## config.mk

```make
export PLATFORM = sky130hd
export DESIGN_NAME = dbg_host_port
export DESIGN_NICKNAME = d
export VERILOG_FILES = /design/src/rtl/dbg_host_port.sv
export SDC_FILE = /design/constraint.sdc
export NUM_CORES = 1
export LEC_CHECK = 0
export CORE_MARGIN = 3
export CORE_UTILIZATION = 45
export CTS_CLUSTER_DIAMETER = 80
export DETAILED_ROUTE_END_ITERATION = 8
export GPL_TIMING_DRIVEN = 0
export PLACE_DENSITY = 0.81
export SETUP_SLACK_MARGIN = 0.3
export SLEW_MARGIN = 20
export SYNTH_ARGS = -nofsm -noshare
export SYNTH_HDL_FRONTEND = slang
export SYNTH_SLANG_ARGS = --single-unit
```

## constraint.sdc

```tcl
create_clock -name clk -period 2.9 [get_ports clk]
set_input_delay 0.725 -clock clk [delete_from_list [all_inputs] [get_ports clk]]
set_output_delay 0.725 -clock clk [all_outputs]
set_load 0.03 [all_outputs]
```

## src/rtl/dbg_host_port.sv

```systemverilog
module dbg_host_port #(
  parameter int ADDR_W    = 16,
  parameter int CNT_W     = 24,
  parameter int EVT_BYTES = 9
) (
  input  logic                   clk,
  input  logic                   rst_n,
  input  logic [5:0]             cmd_port,
  input  logic [5:0]             rd_sel,
  output logic [7:0]             rd_byte,
  input  logic                   cpu_running,
  input  logic [ADDR_W-1:0]      last_iaddr,
  input  logic [8*EVT_BYTES-1:0] evt_head,
  output logic                   step_mode,
  output logic                   brk_enable,
  output logic                   cpu_reset,
  output logic                   step_pulse,
  output logic                   evt_pop,
  output logic                   evt_clear,
  output logic                   brk_shift_en,
  output logic                   brk_shift_bit,
  output logic                   bus_req,
  output logic                   bus_wr,
  output logic                   bus_io,
  output logic [ADDR_W-1:0]      bus_addr,
  output logic [7:0]             bus_wdata,
  input  logic                   bus_ack,
  input  logic [7:0]             bus_rdata
);
  localparam int SR_W    = ADDR_W + 8;
  localparam int EVT_OFS = 6;

  logic [2:0]      stb_q;
  logic [SR_W-1:0] sr;
  logic            inc_q;
  logic [7:0]      rd_q;
  logic [CNT_W-1:0] cyc;

  wire       fire = stb_q[1] & ~stb_q[2];
  wire [4:0] op   = cmd_port[4:0];

  assign bus_addr  = sr[SR_W-1:8];
  assign bus_wdata = sr[7:0];

  always_ff @(posedge clk or negedge rst_n)
    if (!rst_n) stb_q <= '0;
    else        stb_q <= {stb_q[1:0], cmd_port[5]};

  always_ff @(posedge clk or negedge rst_n) begin
    if (!rst_n) begin
      step_mode <= 1'b0; brk_enable <= 1'b0; cpu_reset <= 1'b0;
      step_pulse <= 1'b0; evt_pop <= 1'b0; evt_clear <= 1'b0;
      brk_shift_en <= 1'b0; brk_shift_bit <= 1'b0;
      bus_req <= 1'b0; bus_wr <= 1'b0; bus_io <= 1'b0; inc_q <= 1'b0;
      sr <= '0; rd_q <= '0;
    end else begin
      step_pulse <= 1'b0; evt_pop <= 1'b0; evt_clear <= 1'b0; brk_shift_en <= 1'b0;
      if (fire) begin
        case (op)
          5'h00, 5'h01: step_mode  <= op[0];
          5'h02, 5'h03: brk_enable <= op[0];
          5'h04, 5'h05: begin brk_shift_en <= 1'b1; brk_shift_bit <= op[0]; end
          5'h06, 5'h07: cpu_reset  <= op[0];
          5'h08:        step_pulse <= 1'b1;
          5'h09:        evt_pop    <= 1'b1;
          5'h0A:        evt_clear  <= 1'b1;
          5'h0C, 5'h0D: if (!bus_req) sr <= {op[0], sr[SR_W-1:1]};
          5'h10, 5'h11, 5'h12, 5'h13,
          5'h14, 5'h15, 5'h16, 5'h17:
            if (!bus_req) begin
              bus_req <= 1'b1; inc_q <= op[0]; bus_wr <= op[1]; bus_io <= op[2];
            end
          default: ;
        endcase
      end
      if (bus_req && bus_ack) begin
        bus_req <= 1'b0;
        if (!bus_wr) rd_q <= bus_rdata;
        if (inc_q)   sr[SR_W-1:8] <= sr[SR_W-1:8] + 1'b1;
      end
    end
  end

  always_ff @(posedge clk or negedge rst_n)
    if (!rst_n)           cyc <= '0;
    else if (cpu_running) cyc <= cyc + 1'b1;

  always_comb begin
    rd_byte = 8'h00;
    case (rd_sel)
      6'd0: rd_byte = last_iaddr[7:0];
      6'd1: rd_byte = last_iaddr[15:8];
      6'd2: rd_byte = rd_q;
      6'd3: rd_byte = cyc[23:16];
      6'd4: rd_byte = cyc[7:0];
      6'd5: rd_byte = cyc[15:8];
      default:
        for (int k = 0; k < EVT_BYTES; k++)
          if (rd_sel == 6'(k + EVT_OFS)) rd_byte = evt_head[8*k +: 8];
    endcase
  end

  p_req_hold_r5: assert property (@(posedge clk) disable iff (!rst_n)
    bus_req && !bus_ack |=> bus_req && $stable(bus_addr) && $stable(bus_wdata)
                            && $stable(bus_wr) && $stable(bus_io));
  p_pulse_single_r3: assert property (@(posedge clk) disable iff (!rst_n)
    $onehot0({step_pulse, evt_pop, evt_clear, brk_shift_en}));
  p_pulse_short_r1: assert property (@(posedge clk) disable iff (!rst_n)
    step_pulse |=> !step_pulse);
  p_cnt_hold_r9: assert property (@(posedge clk) disable iff (!rst_n)
    !cpu_running |=> $stable(cyc));
  p_inc_wrap_r7: assert property (@(posedge clk) disable iff (!rst_n)
    bus_req && bus_ack && inc_q |=> bus_addr == ADDR_W'($past(bus_addr) + 1'b1));
  p_no_inc_r7: assert property (@(posedge clk) disable iff (!rst_n)
    bus_req && bus_ack && !inc_q |=> $stable(bus_addr));
  p_levels_quiet_r2: assert property (@(posedge clk) disable iff (!rst_n)
    !stb_q[1] |=> $stable(step_mode) && $stable(brk_enable) && $stable(cpu_reset));
endmodule

```

=== Word-level counts from Yosys, hierarchy flattened ===
Cells that the tools add are included.

* $add $sub $neg: 2
* Reduce and logical (&&, ||, !) cells: 19
* Bitwise operators: 4
* Equal/unequal tests: 34
* Multiplexer cells: 26

{| class="wikitable"
|+ Operators by type and width
! operator !! count
|-
| 24-bit two-way mux || 3
|-
| 8-bit two-way mux || 9
|-
| 8-bit case mux with 6 select lines || 1
|-
| 6-bit by 4-bit equality test with 1-bit output, second input constant || 7
|-
| 5-bit equality test, second input constant || 8
|-
| 16-bit two-way mux || 2
|-
| 5-bit by 4-bit equality test with 1-bit output, second input constant || 5
|-
| 24-bit by 1-bit adder with 24-bit output, second input constant || 1
|-
| 6-bit by 3-bit equality test with 1-bit output, second input constant || 4
|-
| 5-bit by 3-bit equality test with 1-bit output, second input constant || 4
|-
| 16-bit by 1-bit adder with 16-bit output, second input constant || 1
|-
| 6-bit by 2-bit equality test with 1-bit output, second input constant || 2
|-
| 2-bit AND reduction || 6
|-
| 1-bit two-way mux || 11
|-
| 5-bit by 2-bit equality test with 1-bit output, second input constant || 2
|-
| 2-bit OR reduction || 5
|-
| 8-bit OR reduction || 1
|-
| 6-bit by 1-bit equality test with 1-bit output, second input constant || 1
|-
| 6-bit zero test || 1
|-
| 3-bit AND reduction || 2
|-
| 5-bit by 1-bit equality test with 1-bit output, second input constant || 1
|-
| 5-bit zero test || 1
|-
| 2-bit nonzero test || 2
|-
| 1-bit inverter || 3
|-
| 2 further kinds || 2
|}

* Register bits: 71
* Word-level logic and storage cells: 102
* Input bits: 112

=== Depth between registers and ports, before layout ===
* Word-level depth: 11
* Depth in mapped cells: 7
* Depth with buffers taken out: 6

=== Worst setup path before layout ===
OpenSTA, ideal clock, no wires.

* Path type: input-to-output
* Start: input rd_sel[3]
* End: output rd_byte[3]
* Data required time: 2.175 ns
* Buffers on the path: 2
* Stages on the path: 7
* Setup slack: 0.062 ns
* Arrival: 2.113 ns
* Cells stage by stage: buf_6 > or4b_1 > buf_6 > nor2_4 > a22oi_1 > and3_1 > nand4_1

* Longest elaborated chain between the ends: 11
* Elaborated cells between the ends (all ways): 25

{| class="wikitable"
|+ RTL lines
! element !! RTL line !! source
|-
| start: declaration || 9 || <nowiki>input logic [5:0] rd_sel,</nowiki>
|-
| 6-bit by 3-bit equality test with 1-bit output || 99 || <nowiki>if (rd_sel == 6'(k + EVT_OFS)) rd_byte = evt_head[8*k +: 8];</nowiki>
|-
| 8-bit two-way mux (9 in series) || 99 ||
|-
| 8-bit case mux with 6 select lines * || 90 || <nowiki>case (rd_sel)</nowiki>
|-
| end: declaration || 10 || <nowiki>output logic [7:0] rd_byte,</nowiki>
|}

Mark *: on every way between the ends. The rest lies on a longest branch, timed or not.

=== Worst setup path after layout ===
* Start: input rd_sel[2]
* End: output rd_byte[4]

The elaborated chain is that of the path after synthesis.

==> summary.md <==
| Metric | Value |
|---|---|
| Slew margin rel. | 0.6746 |
| Hold slack | 0.2583 ns |
| Most Frequent Cell on Critical Path | buf_6 |
| WS Path Type | input pin to output port |
| Core area | 8976 um^2 |
| Synth warn | 0 |
| Area Overhead vs Synth | 53.26% |
| Clock power frac | 0.270 |
| Power per cell area | 557.7 nW/um^2 |
| Fin nets | 734 |
| Asr flop ratio synth | 1.000 |
| R2R cell count | 6 |
| Failing checks | setup timing |
| Initial cell density of the core | 0.4763 |
| Die Ht | between 100 and 150 um |
| Vias per std cell | 5.795 |
| Routability Congestion | 0.8984 |
| Initial DRC count | 245 |
| Post-Synth Simple-Gate Area | 0.2373 |
| Clock Skews | 0.008862 ns |
| Total design power | about 3.7 mW |
| Post-route clock period utilization | 1.038 |
| PortBufs | 150 |
| CP Capture Type | output port |
| Commonest non-fill, non-tap cell in the layout | clkdlybuf4s50_1 |
| Peak per-stage delay on the critical path | 0.55 ns |
| DR vias | 4,352 |
| Switching pwr | 1.242 mW |
| Sum Neg Setup Slack | -0.3119 ns |
| Clock Path Buffers | 2 |
| Pre-CTS setup slack | -1.133 ns |
| Startpoint Class | input pin |
| Highest Clock Rate | between 300 and 400 MHz |
| Worst slew pin tran | approximately 0.48 ns |
| Delay-heaviest family, CP | simple AND/OR/NAND/NOR gates |
| Cell Area, Synth | 4275 um^2 |
| CTS tree | done |
| Number of global-route vias before repair | 4,370 |
| Commonest cells after routing, fill and taps aside | clkdlybuf4s50_1 (137), dfrtp_1 (71), nand2_1 (60) |
| Die ar. | 10,710 um^2 |
| Row Count | 34 |
| First-pass GRT wire length | between 20 and 25 mm |
| P_int | 2.412 mW |
| Total grt overflow | 0 |
| Yosys cell types | 57 |
| Die W | 103.5 um |
| IO Pins | 155 |
| Stages on worst setup path | 8 |
| Final ANT Viol Nets | 0 |
| Clk Latency, worst-skew pair | 0.35 ns |
| Worst Hold Class | input pin to asynchronous set/reset pin |
| Slew Viols, Final | 0 |
| Outcome | finished, violations left |
| Wirelength per Cell | 18.97 um |
| Sw Share | 0.3399 |
| Compound-gate portion of the synthesized area | 0.1478 |
| Worst Path Buf+Inv | 3 |
| Final hold violations | 0 |
| DRC violations left | 0 |
| Total global routing track utilization | 0.2630 |
| Non-Filler Instances | 751 |
| CP arrival | 2.29 ns |
| # diodes | 0 |
| Final setup viols | 5 |
| Main combinational cell family by area after synthesis | simple AND/OR/NAND/NOR gates |
| TritonCTS Buffers | 9 |
| Design area | 6553 um^2 |
| Final core occ | 0.7300 |
| Slowest cell on the critical path | or4_4 |
| Clock transition at path regs | 0.08 ns |
| Largest net degree at the start of global routing | 51 |
| Synth Flop Type | dfrtp_1 |
| Hpwl dp | 10.71 mm |
| Worst Setup Slack, final | -0.1111 ns |
| Syn nets | 564 |
| Post-synth EDFFs | 0 |
| CP max FO | 4 |
| Worst EP required | 2.17 ns |
| Cells after DPL | 727 |
| Syn_area_per_cell | approximately 9.5 um^2 |
| Mux cell area share after synthesis | 0.1100 |
| Synth Register Bits | 71 |
| CP cell instances | buf_6 > buf_6 > or4_4 > nor2_4 > o2bb2ai_1 > a211oi_2 > o211ai_1 > buf_4 |
| RSZ-0062 raised after global routing | yes |
| Mapped Cells | between 400 and 500 |
| Post-Synth XOR/XNOR Area | 0.04712 |
| Fraction of layout cells with a size suffix above 1 | 0.2000 |
| # H-tree levels | 3 |
| Seq/Total Area, Yosys | 0.4156 |
| Dpl cell area | 6052 um^2 |
| Adder-Cell Fraction of Synth Area | 0.005853 |
| Peak supply drop | ~0.53 mV |
| Leak | 2.749 nW |
| Clock tree root driver cell | clkbuf_8 |
| Shortest period the worst path allows | about 3 ns |
| Clock Sinks | 71 |
| MaxCap Viol Count | 0 |
| Total iterations of the first detailed-routing run | 5 |
| Comb pwr share | 0.330 |
| Reg power frac | 0.400 |
| Initial antenna violation count | 0 |
| Drt total wl | 14.25 mm |
[metal layers]
layer  share of wire  track usage  up-vias
met5               0            0        -
met4           0.028      0.09861        0
met3           0.091      0.06237       33
met2            0.48       0.4525      212
met1            0.40       0.3196     2096
li1                -            -     2011
[flip-flops by register name (all words and copies together) (netlist names)]
name,flops
inc_q,1
bus_wr,1
step_pulse,1
bus_req,1
evt_clear,1
sr,24
cyc,24
rd_q,8
brk_shift_bit,1
step_mode,1
brk_enable,1
brk_shift_en,1
bus_io,1
stb_q,3
cpu_reset,1
evt_pop,1
[power by group through the flow]
stage	clock [mW]	sequential, mW	combinational (mW)
after floorplan	0	1.62	0.446
after global placement	0	1.46	1.15
after detailed placement	0	1.46	1.18
after CTS	1.00	1.45	1.20
after global routing	1.05	1.49	1.29
final	0.985	1.46	1.21
[path summary, 6_finish.rpt]
kind,start,end,slack [ns]
setup / recovery,rd_sel[2],rd_byte[4],-0.11
hold / removal,rst_n,stb_q[0]$_DFF_PN0_,0.26
setup reg to reg,sr[8]$_DFF_PN0_,sr[22]$_DFF_PN0_,1.06
hold reg to reg,stb_q[0]$_DFF_PN0_,stb_q[1]$_DFF_PN0_,0.35
max in group asynchronous,rst_n,cyc[15]$_DFFE_PN0P_,2.09
min in group clk,stb_q[0]$_DFF_PN0_,stb_q[1]$_DFF_PN0_,0.35
[kinds of logic after synthesis]
| family | Yosys count |
|---|---|
| simple gates | 187 |
| compound gates | 93 |
| flops | 71 |
| mux | 44 |
| buf+inv | 30 |
| xor+xnor | 23 |
| fa+ha+maj | 2 |
[what timing repair did]
item | in CTS | in global routing
hold buffers | 0 | 0
buffers inserted | 5 | 3
resized for setup | 95 | 23
gates cloned | 0 | 0
endpoints found under the setup margin | 8 | 8
pin swaps | 17 | 20
[layout make-up]
| type | instances | area, um^2 |
|---|---|---|
| inverters | 7 | 28.78 |
| clock inverters | 5 | 103.9 |
| clock buffers | 11 | 151.4 |
| repair buffers | 159 | 1614 |
| fillers | 674 | 2424 |
| well taps | 126 | 157.7 |
| plain buffers | 23 | 180.2 |
| multi-input cells | 349 | 2540 |
| flip-flops and latches | 71 | 1777 |
[Yosys cell counts, types with 3 or more instances]
cell	instances	share of area
nor2_2	3	0.0044
xnor2_1	12	0.025
o22ai_1	14	0.020
nand2_1	60	0.053
a221oi_1	3	0.0061
o221ai_1	4	0.0082
mux2_2	21	0.055
a211oi_1	9	0.016
o221a_1	3	0.0079
mux2_1	3	0.0079
mux2i_1	20	0.047
nor4_1	3	0.0044
xor2_1	11	0.023
buf_2	12	0.014
dfrtp_1	71	0.42
nand3b_1	4	0.0070
a311oi_1	3	0.0061
nor3_4	3	0.011
clkbuf_1	6	0.0053
nand4_1	9	0.013
nand3_1	26	0.030
nor3_1	9	0.011
o2bb2ai_1	3	0.0061
inv_1	6	0.0053
o21ai_1	3	0.0035
o211ai_1	4	0.0070
nor2_1	33	0.029
and4_1	3	0.0061
a21oi_1	11	0.013
and3_1	13	0.019
buf_6	3	0.0079
a22oi_1	10	0.018
o21ai_0	19	0.022
No activity file was read; power rests on OpenSTA's default activity.
